==> src/rtl/i2cs_pkg.sv <==
package i2cs_pkg;

  typedef enum logic [2:0] {
    ST_IDLE,
    ST_ADDR,
    ST_ADDR_ACK,
    ST_RX,
    ST_RX_ACK,
    ST_TX,
    ST_TX_ACK,
    ST_IGNORE
  } i2cs_state_e;

  typedef enum logic [2:0] {
    EV_ADDR_WR   = 3'd0,
    EV_ADDR_RD   = 3'd1,
    EV_DATA_RX   = 3'd2,
    EV_TX_ACKED  = 3'd3,
    EV_TX_NACKED = 3'd4
  } i2cs_evt_e;

endpackage

==> src/rtl/i2cs_cond_det.sv <==
module i2cs_cond_det (
  input  logic clk,
  input  logic rst_n,
  input  logic scl_i,
  input  logic sda_i,
  output logic start_o,
  output logic stop_o,
  output logic scl_rise_o,
  output logic scl_fall_o
);

  logic scl_q;
  logic sda_q;

  // Previous-sample registers; idle bus is high on both lines.
  always_ff @(posedge clk or negedge rst_n) begin
    if (!rst_n) begin
      scl_q <= 1'b1;
      sda_q <= 1'b1;
    end else begin
      scl_q <= scl_i;
      sda_q <= sda_i;
    end
  end

  assign start_o    = scl_i & scl_q & sda_q & ~sda_i;
  assign stop_o     = scl_i & scl_q & ~sda_q & sda_i;
  assign scl_rise_o = scl_i & ~scl_q;
  assign scl_fall_o = ~scl_i & scl_q;

endmodule

==> src/rtl/i2cs_addr_match.sv <==
module i2cs_addr_match #(
  parameter int SLOTS  = 4,
  parameter int ADDR_W = 7
) (
  input  logic [ADDR_W-1:0]         rx_addr_i,
  input  logic [SLOTS*(ADDR_W+1)-1:0] slot_addr_i,
  input  logic [SLOTS*ADDR_W-1:0]   slot_mask_i,
  output logic                      hit_o
);

  localparam int FIELD_W = ADDR_W + 1;

  logic [SLOTS-1:0] slot_hit;
  logic [SLOTS-1:0] gc_en;
  logic             gc_hit;

  for (genvar g = 0; g < SLOTS; g++) begin : g_slot
    logic [ADDR_W-1:0] slot_a;
    logic [ADDR_W-1:0] slot_m;
    assign slot_a      = slot_addr_i[g*FIELD_W+1 +: ADDR_W];
    assign slot_m      = slot_mask_i[g*ADDR_W +: ADDR_W];
    assign gc_en[g]    = slot_addr_i[g*FIELD_W];
    assign slot_hit[g] = ~|((rx_addr_i ^ slot_a) & slot_m);
  end

  assign gc_hit = (rx_addr_i == '0) & (|gc_en);
  assign hit_o  = (|slot_hit) | gc_hit;

endmodule

==> src/rtl/i2cs_ctrl.sv <==
module i2cs_ctrl
  import i2cs_pkg::*;
#(
  parameter int DATA_W = 8
) (
  input  logic              clk,
  input  logic              rst_n,
  input  logic              scl_i,
  input  logic              sda_i,
  input  logic              start_i,
  input  logic              stop_i,
  input  logic              rise_i,
  input  logic              fall_i,
  input  logic              ack_en_i,
  input  logic              addr_hit_i,
  input  logic [DATA_W-1:0] tx_byte_i,
  output logic [DATA_W-1:0] shreg_o,
  output logic              sda_oe_o,
  output logic              addressed_o,
  output logic              evt_o,
  output logic [2:0]        evt_kind_o,
  output logic [DATA_W-1:0] rx_byte_o
);

  localparam int CW = $clog2(DATA_W + 1);
  localparam logic [CW-1:0] LAST_BIT = CW'(DATA_W);

  i2cs_state_e       state_q, state_d;
  logic [DATA_W-1:0] shreg_q, shreg_d;
  logic [DATA_W-1:0] tx_q, tx_d;
  logic [DATA_W-1:0] rxb_q, rxb_d;
  logic [CW-1:0]     cnt_q, cnt_d;
  logic              oe_q, oe_d;
  logic              addr_q, addr_d;
  logic              evt_q, evt_d;
  i2cs_evt_e         kind_q, kind_d;

  always_comb begin
    state_d = state_q;
    shreg_d = shreg_q;
    tx_d    = tx_q;
    rxb_d   = rxb_q;
    cnt_d   = cnt_q;
    oe_d    = oe_q;
    addr_d  = addr_q;
    evt_d   = 1'b0;
    kind_d  = kind_q;
    if (stop_i) begin
      state_d = ST_IDLE;
      oe_d    = 1'b0;
      addr_d  = 1'b0;
    end else if (start_i) begin
      state_d = ST_ADDR;
      cnt_d   = '0;
      oe_d    = 1'b0;
      addr_d  = 1'b0;
    end else begin
      case (state_q)
        ST_ADDR: begin
          if (rise_i) begin
            shreg_d = {shreg_q[DATA_W-2:0], sda_i};
            cnt_d   = cnt_q + CW'(1);
          end else if (fall_i && cnt_q == LAST_BIT) begin
            if (addr_hit_i && ack_en_i) begin
              state_d = ST_ADDR_ACK;
              oe_d    = 1'b1;
              addr_d  = 1'b1;
              rxb_d   = shreg_q;
              evt_d   = 1'b1;
              kind_d  = shreg_q[0] ? EV_ADDR_RD : EV_ADDR_WR;
            end else begin
              state_d = ST_IGNORE;
            end
          end
        end
        ST_ADDR_ACK: begin
          if (fall_i) begin
            cnt_d = '0;
            if (shreg_q[0]) begin
              state_d = ST_TX;
              tx_d    = tx_byte_i;
              oe_d    = ~tx_byte_i[DATA_W-1];
            end else begin
              state_d = ST_RX;
              oe_d    = 1'b0;
            end
          end
        end
        ST_RX: begin
          if (rise_i) begin
            shreg_d = {shreg_q[DATA_W-2:0], sda_i};
            cnt_d   = cnt_q + CW'(1);
          end else if (fall_i && cnt_q == LAST_BIT) begin
            state_d = ST_RX_ACK;
            rxb_d   = shreg_q;
            evt_d   = 1'b1;
            kind_d  = EV_DATA_RX;
            oe_d    = ack_en_i;
          end
        end
        ST_RX_ACK: begin
          if (fall_i) begin
            state_d = ST_RX;
            cnt_d   = '0;
            oe_d    = 1'b0;
          end
        end
        ST_TX: begin
          if (rise_i) begin
            cnt_d = cnt_q + CW'(1);
          end else if (fall_i) begin
            if (cnt_q == LAST_BIT) begin
              state_d = ST_TX_ACK;
              oe_d    = 1'b0;
            end else begin
              tx_d = {tx_q[DATA_W-2:0], 1'b0};
              oe_d = ~tx_q[DATA_W-2];
            end
          end
        end
        ST_TX_ACK: begin
          if (rise_i) begin
            evt_d = 1'b1;
            if (sda_i) begin
              kind_d  = EV_TX_NACKED;
              state_d = ST_IGNORE;
              addr_d  = 1'b0;
            end else begin
              kind_d = EV_TX_ACKED;
            end
          end else if (fall_i) begin
            state_d = ST_TX;
            cnt_d   = '0;
            tx_d    = tx_byte_i;
            oe_d    = ~tx_byte_i[DATA_W-1];
          end
        end
        default: ;
      endcase
    end
  end

  always_ff @(posedge clk or negedge rst_n) begin
    if (!rst_n) begin
      state_q <= ST_IDLE;
      shreg_q <= '0;
      tx_q    <= '0;
      rxb_q   <= '0;
      cnt_q   <= '0;
      oe_q    <= 1'b0;
      addr_q  <= 1'b0;
      evt_q   <= 1'b0;
      kind_q  <= EV_ADDR_WR;
    end else begin
      state_q <= state_d;
      shreg_q <= shreg_d;
      tx_q    <= tx_d;
      rxb_q   <= rxb_d;
      cnt_q   <= cnt_d;
      oe_q    <= oe_d;
      addr_q  <= addr_d;
      evt_q   <= evt_d;
      kind_q  <= kind_d;
    end
  end

  assign shreg_o     = shreg_q;
  assign sda_oe_o    = oe_q;
  assign addressed_o = addr_q;
  assign evt_o       = evt_q;
  assign evt_kind_o  = kind_q;
  assign rx_byte_o   = rxb_q;

  AST_STOP_TO_IDLE: assert property (@(posedge clk) disable iff (!rst_n)
    stop_i |=> (state_q == ST_IDLE && !addr_q && !oe_q));

  AST_RESTART_ADDR: assert property (@(posedge clk) disable iff (!rst_n)
    (start_i && !stop_i) |=> (state_q == ST_ADDR && cnt_q == '0 && !addr_q));

  AST_OE_MOVES_SCL_LOW: assert property (@(posedge clk) disable iff (!rst_n)
    !$stable(oe_q) |-> !scl_i);

  AST_TX_ACK_RELEASED: assert property (@(posedge clk) disable iff (!rst_n)
    (state_q == ST_TX_ACK) |-> !oe_q);

  AST_EVT_SINGLE: assert property (@(posedge clk) disable iff (!rst_n)
    evt_q |=> !evt_q);

endmodule

==> src/rtl/i2cs_multi_addr.sv <==
module i2cs_multi_addr #(
  parameter int SLOTS  = 4,
  parameter int DATA_W = 8
) (
  input  logic                     clk,
  input  logic                     rst_n,
  input  logic                     scl_i,
  input  logic                     sda_i,
  output logic                     sda_oe_o,
  input  logic                     ack_en_i,
  input  logic [SLOTS*DATA_W-1:0]  slot_addr_i,
  input  logic [SLOTS*(DATA_W-1)-1:0] slot_mask_i,
  input  logic [DATA_W-1:0]        tx_byte_i,
  output logic [DATA_W-1:0]        rx_byte_o,
  output logic                     evt_o,
  output logic [2:0]               evt_kind_o,
  output logic                     addressed_o
);

  localparam int ADDR_W = DATA_W - 1;

  logic [1:0]        rst_sync_q;
  logic              rst_int_n;
  logic              start, stop, rise, fall;
  logic              addr_hit;
  logic [DATA_W-1:0] shreg;

  // Asynchronous assertion, synchronous release.
  always_ff @(posedge clk or negedge rst_n) begin
    if (!rst_n) rst_sync_q <= 2'b00;
    else        rst_sync_q <= {rst_sync_q[0], 1'b1};
  end
  assign rst_int_n = rst_sync_q[1];

  i2cs_cond_det u_cond (
    .clk        (clk),
    .rst_n      (rst_int_n),
    .scl_i      (scl_i),
    .sda_i      (sda_i),
    .start_o    (start),
    .stop_o     (stop),
    .scl_rise_o (rise),
    .scl_fall_o (fall)
  );

  i2cs_addr_match #(.SLOTS(SLOTS), .ADDR_W(ADDR_W)) u_match (
    .rx_addr_i   (shreg[DATA_W-1:1]),
    .slot_addr_i (slot_addr_i),
    .slot_mask_i (slot_mask_i),
    .hit_o       (addr_hit)
  );

  i2cs_ctrl #(.DATA_W(DATA_W)) u_ctrl (
    .clk         (clk),
    .rst_n       (rst_int_n),
    .scl_i       (scl_i),
    .sda_i       (sda_i),
    .start_i     (start),
    .stop_i      (stop),
    .rise_i      (rise),
    .fall_i      (fall),
    .ack_en_i    (ack_en_i),
    .addr_hit_i  (addr_hit),
    .tx_byte_i   (tx_byte_i),
    .shreg_o     (shreg),
    .sda_oe_o    (sda_oe_o),
    .addressed_o (addressed_o),
    .evt_o       (evt_o),
    .evt_kind_o  (evt_kind_o),
    .rx_byte_o   (rx_byte_o)
  );

endmodule

==> config.mk <==
export PLATFORM = sky130hd
export DESIGN_NAME = i2cs_multi_addr
export DESIGN_NICKNAME = d
export VERILOG_FILES = /design/src/rtl/i2cs_pkg.sv /design/src/rtl/i2cs_cond_det.sv /design/src/rtl/i2cs_addr_match.sv /design/src/rtl/i2cs_ctrl.sv /design/src/rtl/i2cs_multi_addr.sv
export SDC_FILE = /design/constraint.sdc
export NUM_CORES = 1
export LEC_CHECK = 0
export ABC_AREA = 1
export CORE_ASPECT_RATIO = 0.8
export CORE_MARGIN = 2
export CORE_UTILIZATION = 47
export DETAILED_ROUTE_END_ITERATION = 6
export GPL_TIMING_DRIVEN = 0
export PLACE_DENSITY = 0.83
export SLEW_MARGIN = 20
export SYNTH_ARGS = -nofsm -noshare
export SYNTH_HDL_FRONTEND = slang
export SYNTH_SLANG_ARGS = --single-unit
==> constraint.sdc <==
create_clock -name clk -period 1.7 [get_ports clk]
set_input_delay 0.255 -clock clk [delete_from_list [all_inputs] [get_ports clk]]
set_output_delay 0.255 -clock clk [all_outputs]
set_load 0.02 [all_outputs]
==> run_results.csv <==
group,metric,value,unit
run_status,status,"complete, but fails checks",
run_status,violations,"setup timing",
pwr,power,6480,µW
setup_path,reg2reg_slack,-0.11,ns
clock_network,clock_latency,0.29,ns
pwr,p_int,3520,µW
clock_network,numCtsBuffers,5,
pwr,seq_power_share,0.247,
pwr,vdd_drop_max,970,µV
clock_network,cts.sinks,40,
floorplanning,design.portCount,87,
synth,synth_edf_count,0,
setup_path,cp.required,1.89,ns
global_routing,gr-usage-all-layers,0.272,
final_layout,syn2layout_area_growth,62.5,%
pwr,power.leakage,0.00221,µW
setup_path,worstPathMaxFanout,4,
sta,finalCritPeriodShare,1.07,
clock_network,cts_root_buf,"clkbuf_8",
global_routing,grt_pass1_vias,3101,
floorplanning,core_area,5560,µm²
route,wl,8990,µm
global_routing,grt_pass1_wl,14400,µm
route,vias,3269,
placed_design,port_buffers,86,
floorplanning,die-area,6510,µm²
sta,setup_viol,17,
route,drc,0,
sta,tns,-1.35,ns
setup_path,worst_r2r_path_depth,12,
global_routing,antenna_found_initial,0,
final_layout,fin_util,0.808,
sta,max_freq,0.552,GHz
route,antenna_left,0,
route,via_per_inst,5.13,
sta,final_hold_viol_count,0,
setup_path,worstPathArrival,2.00,ns
synth,synth-seq-cells,40,
pwr,power_frac_comb,0.635,
final_layout,drive_gt1_frac,0.281,
synth,synth_cell_types,34,
synth,synth.cell_area,2760,µm²
min_path,hold_path.class,"primary input to async pin",
clock_network,cts_tree,"yes",
sta,post-route-min-period,1.81,ns
sta,drv_slew,0,
placed_design,gp_congestion,0.891,
synth,avgSynthCellArea,6.45,µm²
synth,synthArstFlopShare,1.00,
sta,rsz0062_at_grt,"yes",
floorplanning,rows,24,
synth,synthFlopType,"dfrtp_1",
sta,setup_ws,-0.112,ns
setup_path,r2r-start,"u_cond.scl_q",
clock_network,cts_buffer_depth,2,
setup_path,worst-setup-path-type,"flip-flop to flip-flop",
pwr,p_per_area,1440,nW/µm²
final_layout,diodes,0,
floorplanning,start_util,0.497,
pwr,p_clk_frac,0.117,
setup_path,cp-end-kind,"flip-flop",
setup_path,reg2reg_to,"u_ctrl.sda_oe_o",
pwr,p_sw,2950,µW
synth,ys_warn_count,0,
placed_design,dp_hpwl,6010,µm
placed_design,place_worst_setup_slack,-0.540,ns
global_routing,overflow,0,
floorplanning,die_y,72.6,µm
final_layout,final_nets,633,
pwr,swShare,0.456,
run,maxCapViolations,0,
synth,syn-num-nets,503,
clock_network,htreeDepth,2,
sta,fin_worst_skew,0.00561,ns
floorplanning,die_w,89.7,µm
global_routing,grt_max_degree,26,
route,first_iter_violations,250,
clock_network,clk_pin_slew,0.08,ns
route,routedWlPerCell,14.1,µm
synth,netlist_instances,428,
setup_path,critPathLaunchType,"flip-flop",
synth,yosysSeqAreaShare,0.363,
route,dr.pass1.iters,5,
-- synthesized netlist by cell type, types with 2 or more instances --
library cell    n  area share
nand4_1         6       0.014
nor3_4          2       0.012
o21ai_0        18       0.033
nand2_1       150        0.20
nand2_2         3      0.0068
dfstp_2         2       0.019
nor3_1          4      0.0072
nand3_1        48       0.087
a21oi_1        10       0.018
a31oi_1         5       0.011
ha_1            2      0.0091
inv_2           6      0.0082
buf_2           6       0.011
nor2_1         41       0.056
nor4_1          2      0.0045
o21ai_1         5      0.0091
a31oi_2         2      0.0091
dfrtp_1        38        0.34
nor2_4          2      0.0082
or2_2           6       0.014
inv_1          54       0.073
nor2_2          4      0.0091
-- per-layer routing --
| layer | routed length [µm] | vias to the layer above | share of wire | track usage |
|---|---|---|---|---|
| met5 | 0 | - | 0 | 0 |
| met4 | 210 | 0 | 0.023 | 0.0855 |
| met3 | 603 | 24 | 0.067 | 0.0506 |
| met2 | 4210 | 138 | 0.47 | 0.454 |
| met1 | 3970 | 1489 | 0.44 | 0.368 |
| li1 | - | 1618 | - | - |
-- layout by cell type, fill, tap and decap left out, drive strengths merged, types with 2 or more instances in the layout --
cell type and instances:
buf 43, nand3 48, ha 2, dfstp 2, nor2 47, nand4 6, a31oi 7, clkdlybuf4s50 85
nand2 155, clkinv 2, or2 6, a21oi 10, o21ai 24, inv 59, dfrtp 38, clkbuf 8
nor4 3, nor3 6
-- cell families after synthesis --
group / after synthesis / share of synthesized area
xor gates and xnor gates: 1 / 0.00317
adders and majority gates: 2 / 0.00906
AOI/OAI and AO/OA: 44 / 0.0924
and+or+nand+nor: 270 / 0.430
other: 1 / 0.00136
DFF: 40 / 0.363
buffers and inverters: 70 / 0.101
-- worst max-delay path by stage --
stage                       from               to  slack, ns  depth (start not counted)
2_1_floorplan       u_cond.scl_q  u_ctrl.sda_oe_o      0.009                         11
3_3_place_gp               scl_i  u_ctrl.sda_oe_o      -0.57                         11
3_5_place_dp               scl_i  u_ctrl.sda_oe_o      -0.54                         11
4_1_cts             u_cond.scl_q  u_ctrl.sda_oe_o      -0.06                         12
5_1_grt        u_ctrl.shreg_o[3]  u_ctrl.sda_oe_o      -0.26                         12
6_report            u_cond.scl_q  u_ctrl.sda_oe_o      -0.11                         12
-- flip-flops by register name, indices dropped and copies added, names as in the netlist --
| register | cells |
|---|---|
| u_ctrl.rx_byte_o | 8 |
| u_ctrl.shreg_o | 8 |
| u_ctrl.tx_q | 7 |
| u_ctrl.cnt_q | 4 |
| u_ctrl.evt_kind_o | 3 |
| u_ctrl.state_q | 3 |
| rst_sync_q | 2 |
| u_cond.scl_q | 1 |
| u_cond.sda_q | 1 |
| u_ctrl.addressed_o | 1 |
| u_ctrl.evt_o | 1 |
| u_ctrl.sda_oe_o | 1 |
-- through the flow --
step           std cells  instance area, µm²  hold WS (ns)
6_report             637                4490         0.123
5_1_grt              637                4490         0.126
4_1_cts              627                4180         0.125
3_3_place_gp         592                3720         0.339
2_1_floorplan        428                2760       -0.0406
3_5_place_dp         593                3740         0.176
-- power groups by stage --
| stage | Sequential [µW] | Combinational, µW | Clock [µW] |
|---|---|---|---|
| floorplan | 1580 | 2080 | 0 |
| global placement | 1550 | 2930 | 0 |
| detailed placement | 1540 | 2990 | 0 |
| CTS | 1570 | 3520 | 769 |
| global route | 1640 | 4560 | 821 |
| finish | 1600 | 4110 | 761 |
-- area by class of cell --
| class | count | area [µm²] |
|---|---|---|
| inverters | 61 | 243 |
| plain buffers | 7 | 68.8 |
| well taps | 78 | 97.6 |
| clock inverters | 2 | 35.0 |
| repair buffers | 124 | 1190 |
| flip-flops and latches | 40 | 1010 |
| multi-input cells | 319 | 1770 |
| clock buffers | 6 | 72.6 |
| fillers | 349 | 1070 |
-- worst max-delay path, cell delays in order, from the launching register on --
cell and delay (ns):
dfstp_2 0.54, inv_2 0.05, nor2_4 0.09, nand4_1 0.11, buf_6 0.16, o21ai_4 0.15
nand2_2 0.08, a21oi_4 0.16, nand2_1 0.09, nor2_2 0.13, nand2_1 0.07, nand2_1 0.05
nand2_1 0.04
-- repair_timing --
| item | CTS | global route |
|---|---|---|
| pin swaps | 20 | 15 |
| buffers inserted | 26 | 9 |
| endpoints found under the setup margin | 36 | 36 |
| gates cloned | 2 | 1 |
| gates resized for setup | 47 | 75 |
| hold buffers | 0 | 0 |
(Power assumes the default switching activity.)
